--- src/rtl/irq_arb_pkg.sv ---
package irq_arb_pkg;
  localparam int LVL_W = 3;
  localparam logic [LVL_W-1:0] LVL_OFF = 3'd7;

  // field order matches cfg_wr_data: [4]=enable, [3]=service select, [2:0]=level
  typedef struct packed {
    logic             en;
    logic             ssel;
    logic [LVL_W-1:0] lvl;
  } src_cfg_t;

  localparam int CFG_W = $bits(src_cfg_t);
endpackage

--- src/rtl/irq_req_bank.sv ---
module irq_req_bank
  import irq_arb_pkg::*;
#(
  parameter int N_SRC = 16,
  parameter int SRC_W = 4
) (
  input  logic                   clk,
  input  logic                   rst_n,
  input  logic [N_SRC-1:0]       src_event,
  input  logic [N_SRC-1:0]       src_clear,
  input  logic                   wr_en,
  input  logic [SRC_W-1:0]       wr_addr,
  input  src_cfg_t               wr_data,
  output logic [N_SRC-1:0]       pend_o,
  output src_cfg_t [N_SRC-1:0]   cfg_o
);
  localparam src_cfg_t CFG_RST = '{en: 1'b0, ssel: 1'b0, lvl: LVL_OFF};

  logic [N_SRC-1:0]     pend_q;
  src_cfg_t [N_SRC-1:0] cfg_q;

  for (genvar i = 0; i < N_SRC; i++) begin : g_src
    localparam logic [SRC_W-1:0] MY_ADDR = SRC_W'(i);

    // event has priority over clear
    always_ff @(posedge clk or negedge rst_n) begin
      if (!rst_n)            pend_q[i] <= 1'b0;
      else if (src_event[i]) pend_q[i] <= 1'b1;
      else if (src_clear[i]) pend_q[i] <= 1'b0;
    end

    always_ff @(posedge clk or negedge rst_n) begin
      if (!rst_n)                           cfg_q[i] <= CFG_RST;
      else if (wr_en && wr_addr == MY_ADDR) cfg_q[i] <= wr_data;
    end


    flag_set_chk: assert property (@(posedge clk) disable iff (!rst_n)
      src_event[i] |=> pend_q[i]);

    flag_clr_chk: assert property (@(posedge clk) disable iff (!rst_n)
      (src_clear[i] && !src_event[i]) |=> !pend_q[i]);

    flag_hold_chk: assert property (@(posedge clk) disable iff (!rst_n)
      (pend_q[i] && !src_clear[i]) |=> pend_q[i]);
  end

  assign pend_o = pend_q;
  assign cfg_o  = cfg_q;
endmodule

--- src/rtl/irq_prio_tree.sv ---
module irq_prio_tree
  import irq_arb_pkg::*;
#(
  parameter int N_SRC = 16,
  parameter int SRC_W = 4
) (
  input  logic [N_SRC-1:0]     elig,
  input  src_cfg_t [N_SRC-1:0] cfg,
  output logic                 win_valid,
  output logic [LVL_W-1:0]     win_lvl,
  output logic [SRC_W-1:0]     win_idx,
  output logic                 win_ssel
);
  localparam int LEAVES = 1 << $clog2(N_SRC);
  localparam int NODES  = 2 * LEAVES - 1;
  localparam int LEAF0  = LEAVES - 1;

  logic             nv [NODES];
  logic [LVL_W-1:0] nl [NODES];
  logic [SRC_W-1:0] ni [NODES];
  logic             ns [NODES];

  for (genvar j = 0; j < LEAVES; j++) begin : g_leaf
    if (j < N_SRC) begin : g_real
      assign nv[LEAF0+j] = elig[j];
      assign nl[LEAF0+j] = cfg[j].lvl;
      assign ni[LEAF0+j] = SRC_W'(j);
      assign ns[LEAF0+j] = cfg[j].ssel;
    end else begin : g_pad
      assign nv[LEAF0+j] = 1'b0;
      assign nl[LEAF0+j] = LVL_OFF;
      assign ni[LEAF0+j] = '0;
      assign ns[LEAF0+j] = 1'b0;
    end
  end

  // left subtree holds lower source numbers, so a tie keeps the left side
  for (genvar k = 0; k < LEAVES - 1; k++) begin : g_node
    logic take_l;
    assign take_l = nv[2*k+1] && (!nv[2*k+2] || (nl[2*k+1] <= nl[2*k+2]));
    assign nv[k]  = nv[2*k+1] || nv[2*k+2];
    assign nl[k]  = take_l ? nl[2*k+1] : nl[2*k+2];
    assign ni[k]  = take_l ? ni[2*k+1] : ni[2*k+2];
    assign ns[k]  = take_l ? ns[2*k+1] : ns[2*k+2];
  end

  assign win_valid = nv[0];
  assign win_lvl   = nl[0];
  assign win_idx   = ni[0];
  assign win_ssel  = ns[0];
endmodule

--- src/rtl/irq_level_arbiter.sv ---
module irq_level_arbiter
  import irq_arb_pkg::*;
#(
  parameter int N_SRC = 16,
  localparam int SRC_W = (N_SRC > 1) ? $clog2(N_SRC) : 1
) (
  input  logic               clk,
  input  logic               rst_n,
  input  logic [N_SRC-1:0]   src_event,
  input  logic [N_SRC-1:0]   src_clear,
  input  logic               cfg_wr_en,
  input  logic [SRC_W-1:0]   cfg_wr_addr,
  input  logic [CFG_W-1:0]   cfg_wr_data,
  input  logic [LVL_W-1:0]   cpu_mask,
  input  logic               cpu_ie,
  output logic               irq_valid,
  output logic [LVL_W-1:0]   irq_level,
  output logic [SRC_W-1:0]   irq_src,
  output logic               irq_service_sel,
  output logic               irq_accept
);
  logic [N_SRC-1:0]     pend;
  src_cfg_t [N_SRC-1:0] cfg;
  logic [N_SRC-1:0]     elig;
  logic                 win_valid;
  logic [LVL_W-1:0]     win_lvl;
  logic [SRC_W-1:0]     win_idx;
  logic                 win_ssel;

  irq_req_bank #(.N_SRC(N_SRC), .SRC_W(SRC_W)) u_bank (
    .clk      (clk),
    .rst_n    (rst_n),
    .src_event(src_event),
    .src_clear(src_clear),
    .wr_en    (cfg_wr_en),
    .wr_addr  (cfg_wr_addr),
    .wr_data  (src_cfg_t'(cfg_wr_data)),
    .pend_o   (pend),
    .cfg_o    (cfg)
  );

  for (genvar i = 0; i < N_SRC; i++) begin : g_elig
    assign elig[i] = pend[i] && cfg[i].en && (cfg[i].lvl != LVL_OFF);
  end

  irq_prio_tree #(.N_SRC(N_SRC), .SRC_W(SRC_W)) u_tree (
    .elig     (elig),
    .cfg      (cfg),
    .win_valid(win_valid),
    .win_lvl  (win_lvl),
    .win_idx  (win_idx),
    .win_ssel (win_ssel)
  );

  logic [N_SRC-1:0] elig_q;

  always_ff @(posedge clk or negedge rst_n) begin
    if (!rst_n) begin
      irq_valid       <= 1'b0;
      irq_level       <= LVL_OFF;
      irq_src         <= '0;
      irq_service_sel <= 1'b0;
      irq_accept      <= 1'b0;
      elig_q          <= '0;
    end else begin
      irq_valid       <= win_valid;
      irq_level       <= win_valid ? win_lvl : LVL_OFF;
      irq_src         <= win_valid ? win_idx : '0;
      irq_service_sel <= win_valid && win_ssel;
      irq_accept      <= win_valid && cpu_ie && (win_lvl < cpu_mask);
      elig_q          <= elig;
    end
  end


  idle_out_chk: assert property (@(posedge clk) disable iff (!rst_n)
    !irq_valid |-> (irq_level == LVL_OFF && irq_src == '0 && !irq_accept && !irq_service_sel));

  accept_rule_chk: assert property (@(posedge clk) disable iff (!rst_n)
    irq_accept == (irq_valid && $past(cpu_ie) && (irq_level < $past(cpu_mask))));

  winner_elig_chk: assert property (@(posedge clk) disable iff (!rst_n)
    irq_valid |-> elig_q[irq_src]);

  valid_track_chk: assert property (@(posedge clk) disable iff (!rst_n)
    irq_valid == $past(|elig));
endmodule

--- config.mk ---
export PLATFORM = sky130hd
export DESIGN_NAME = irq_level_arbiter
export DESIGN_NICKNAME = d
export VERILOG_FILES = /design/src/rtl/irq_arb_pkg.sv /design/src/rtl/irq_req_bank.sv /design/src/rtl/irq_prio_tree.sv /design/src/rtl/irq_level_arbiter.sv
export SDC_FILE = /design/constraint.sdc
export NUM_CORES = 1
export LEC_CHECK = 0
export CELL_PAD_IN_SITES_DETAIL_PLACEMENT = 0
export CELL_PAD_IN_SITES_GLOBAL_PLACEMENT = 1
export CORE_ASPECT_RATIO = 1.2
export CORE_UTILIZATION = 29
export DETAILED_ROUTE_END_ITERATION = 16
export MAX_ROUTING_LAYER = met4
export PLACE_DENSITY = 0.52
export SLEW_MARGIN = 30
export SYNTH_ARGS = -nofsm -noshare
export SYNTH_HDL_FRONTEND = slang
export SYNTH_SLANG_ARGS = --single-unit
--- constraint.sdc ---
create_clock -name clk -period 9.1 [get_ports clk]
set_clock_uncertainty 0.15 [all_clocks]
set_input_delay 1.365 -clock clk [delete_from_list [all_inputs] [get_ports clk]]
set_output_delay 1.365 -clock clk [all_outputs]
set_load 0.1 [all_outputs]
==> impl_metrics.json, run 1 <==
{
  "tns_ps": 0,
  "core_mm2": 0.0219,
  "critical_path_class": "flip-flop to flip-flop",
  "power_leakage_nw": 3.26,
  "synth_edf_count": 0,
  "synth_cells": 630,
  "yosys.area.top_type": "dfrtp_1",
  "cts_resized": 0,
  "grt_pass1_wl_um": 27200,
  "die_area_mm2": 0.0231,
  "syn_nets": 719,
  "start_util_pct": 29.8,
  "finalNonFillerCells": 969,
  "worst_path_most_repeated_cell": "ha_1",
  "slowest_delay_ps": 550,
  "synth-async-reset-ratio_pct": 100,
  "final-setup-viol-count": 0,
  "drt_pass1_iterations": 13,
  "io_buffers": 57,
  "synth_common_cells": "mux2_2 (70), inv_1 (58), dfrtp_1 (55)",
  "worstHoldPathType": "flip-flop to flip-flop",
  "yosysMostFrequentCell": "mux2_2",
  "p_int_w": 0.00144,
  "ys_ff_latch": 106,
  "routedWlPerCell_um": 17.3,
  "cts_tree": "built",
  "num_rows": 59,
  "finalInstanceArea_mm2": 0.00770,
  "clockBufferDepth": 2,
  "pwr_density_cell_mw_per_mm2": 345,
  "synth_warnings": 0,
  "vias": 4829,
  "clkPwrFrac_pct": 15.4,
  "ios": 58,
  "drc": 0,
  "fmax_ghz": 0.125,
  "post-cts-setup-buffer-count": 0,
  "clkLatencyLatePin_ps": 370,
  "grt_pass1_vias": 4978,
  "dp_hpwl_um": 12700,
  "drt-initial-drc-count": 232,
  "crit_path_start_kind": "flip-flop",
  "relSlewSlack_pct": 34.4,
  "netSwitchingPower_w": 0.00122,
  "cp.arrival_ps": 8070,
  "grt.overflow.total": 0,
  "grt_usage_pct": 15.7,
  "seq_area_frac_synth_pct": 41.7,
  "finalCritPeriodShare_pct": 87.8,
  "cts.htree.levels": 3,
  "worstPathRequired_ps": 9180,
  "n_antenna_cell": 0,
  "cp_slowest_cell": "dfstp_2",
  "synth_top_area_share_pct": 21.1,
  "maxCapViolations": 0,
  "synth-main-ff-cell": "dfrtp_1",
  "synth_area_leaders": "dfrtp_1 (21%), dfstp_2 (21%), mux2_2 (12%)",
  "num-nets-final": 779,
  "status": "completed",
  "grt_antenna_before_repair": 0,
  "area_growth_pct": 18.2,
  "place_inst": 953,
  "gp_congestion": 0.817,
  "cts-root-buf": "clkbuf_16",
  "die_y_um": 166,
  "grt_max_degree": 62,
  "cts_buffers": 9,
  "cp-end-kind": "flip-flop",
  "ir_drop_mv": 0.180,
  "worstMarginPinSlew_ps": 981,
  "wl_um": 16700,
  "placed_area_mm2": 0.00740,
  "clkSlewWorstSetupHoldPaths_ps": 80,
  "ys_types": 63,
  "p_seq_share_pct": 26.9,
  "utilization_pct": 35.2,
  "p_sw_share_pct": 45.9,
  "slew_viol_final": 0,
  "min_period_ps": 7990,
  "antenna_left": 0,
  "cts.sinks": 106,
  "timing.final.ws_setup_ps": 1110,
  "hold_viol": 0,
  "avgSynthCellArea_um2": 10.3,
  "syn-cell-area_mm2": 0.00652,
  "post-place-ws_ps": 1200,
  "cts_hold_buf": 0,
  "pwr-share-comb_pct": 57.7,
  "cp_max_fo": 9,
  "via_per_inst": 4.98,
  "die_w_um": 139,
  "rsz0062_at_grt": "no",
  "drive_above_1_share_pct": 24.5
}
per-stage QoR:
step | power (W) | hold slack [ps]
after floorplan | 0.00186 | 299
after global placement | 0.00224 | 313
after detailed placement | 0.00225 | 319
after CTS | 0.00268 | 341
after global routing | 0.00288 | 356
final | 0.00266 | 334
power groups by stage:
stage	clock [W]	combinational, W	sequential [W]
floorplan	0	0.00101	0.000851
global placement	0	0.00152	0.000722
detailed placement	0	0.00153	0.000725
CTS	0.000427	0.00154	0.000717
global route	0.000446	0.00170	0.000733
finish	0.000410	0.00154	0.000715
cell families after synthesis:
group                      count (synthesis)  share of synthesized area, %
and+or+nand+nor                          175                          13.3
DFF                                      106                          41.7
adders and majority gates                 43                          8.21
buffers and inverters                     67                          3.86
muxes                                    102                          17.3
xor gates and xnor gates                   1                         0.134
AOI/OAI and AO/OA                        136                          15.5
registers in the layout, indices dropped and copies added, names as in the netlist:
| name | flops |
|---|---|
| irq_accept | 1 |
| irq_level | 3 |
| irq_service_sel | 1 |
| irq_src | 4 |
| irq_valid | 1 |
| u_bank.cfg_o | 80 |
| u_bank.pend_o | 16 |
area by class of cell:
cell class	count	area, um^2
clock inverter	6	75.1
multi-input combinational	457	3550
inverter	58	218
tap	274	343
timing repair buffer	58	571
fill	2232	14100
clock buffer	10	229
sequential	106	2720
metal layers:
metal	routed length (um)	GRT usage, %	share of wire [%]
met5	0	-	0
met4	240	5.65	1.4
met3	307	1.70	1.8
met2	7990	25.6	48
met1	8200	20.0	49
critical path, delay by kind of cell, from the launching register on:
| family | cells | cell delay, ps |
|---|---|---|
| simple gates | 16 | 2340 |
| flops | 1 | 550 |
| compound gates | 12 | 2780 |
| buf+inv | 1 | 60 |
| fa+ha+maj | 5 | 1560 |
| mux | 1 | 400 |
final timing paths:
path                                         startpoint                            to  cells after the start  slack, ps
max                        u_bank.cfg_o[36]$_DFFE_PN1P_          irq_accept$_DFF_PN0_                     35       1110
min                        u_bank.pend_o[7]$_DFFE_PN0P_  u_bank.pend_o[7]$_DFFE_PN0P_                      1        330
max reg2reg                u_bank.cfg_o[36]$_DFFE_PN1P_          irq_accept$_DFF_PN0_                     35       1110
min reg2reg                u_bank.pend_o[7]$_DFFE_PN0P_  u_bank.pend_o[7]$_DFFE_PN0P_                      1        330
max in group asynchronous                         rst_n  u_bank.cfg_o[64]$_DFFE_PN0P_                      2       6730
min in group asynchronous                         rst_n  u_bank.pend_o[5]$_DFFE_PN0P_                      1        860
layout by cell type (no fill, tap or decap), types with 4 or more instances in the layout:
master,count
clkbuf_16,9
nand2b_1,11
dfrtp_1,55
o21ai_0,34
a31oi_1,8
ha_1,41
nand2_1,51
nand3b_1,5
a21o_1,16
mux2_2,70
nor3_1,7
dfstp_2,51
a211oi_1,7
a21oi_1,21
nand3_1,40
nor2_1,29
clkdlybuf4s50_1,55
mux2i_1,28
nor2b_1,11
o21a_1,4
and3_1,4
a31oi_4,4
inv_1,58
Power figures use the tool's default switching activity.
==> inputs of run 2 (changes only) <==
==> constraint.sdc (replaced) <==
create_clock -name clk -period 9.1 [get_ports clk]
set_clock_uncertainty 0.15 [all_clocks]
set_input_delay 1.365 -clock clk [delete_from_list [all_inputs] [get_ports clk]]
set_output_delay 1.365 -clock clk [all_outputs]
set_load 0.01 [all_outputs]
==> results of run 2 <==
Same layout as run 1 (identical final DEF). Status: completed.
Main changes from that run: total power 0.00266 W -> 0.00252 W; worst IR drop on VDD 0.180 mV -> 0.172 mV
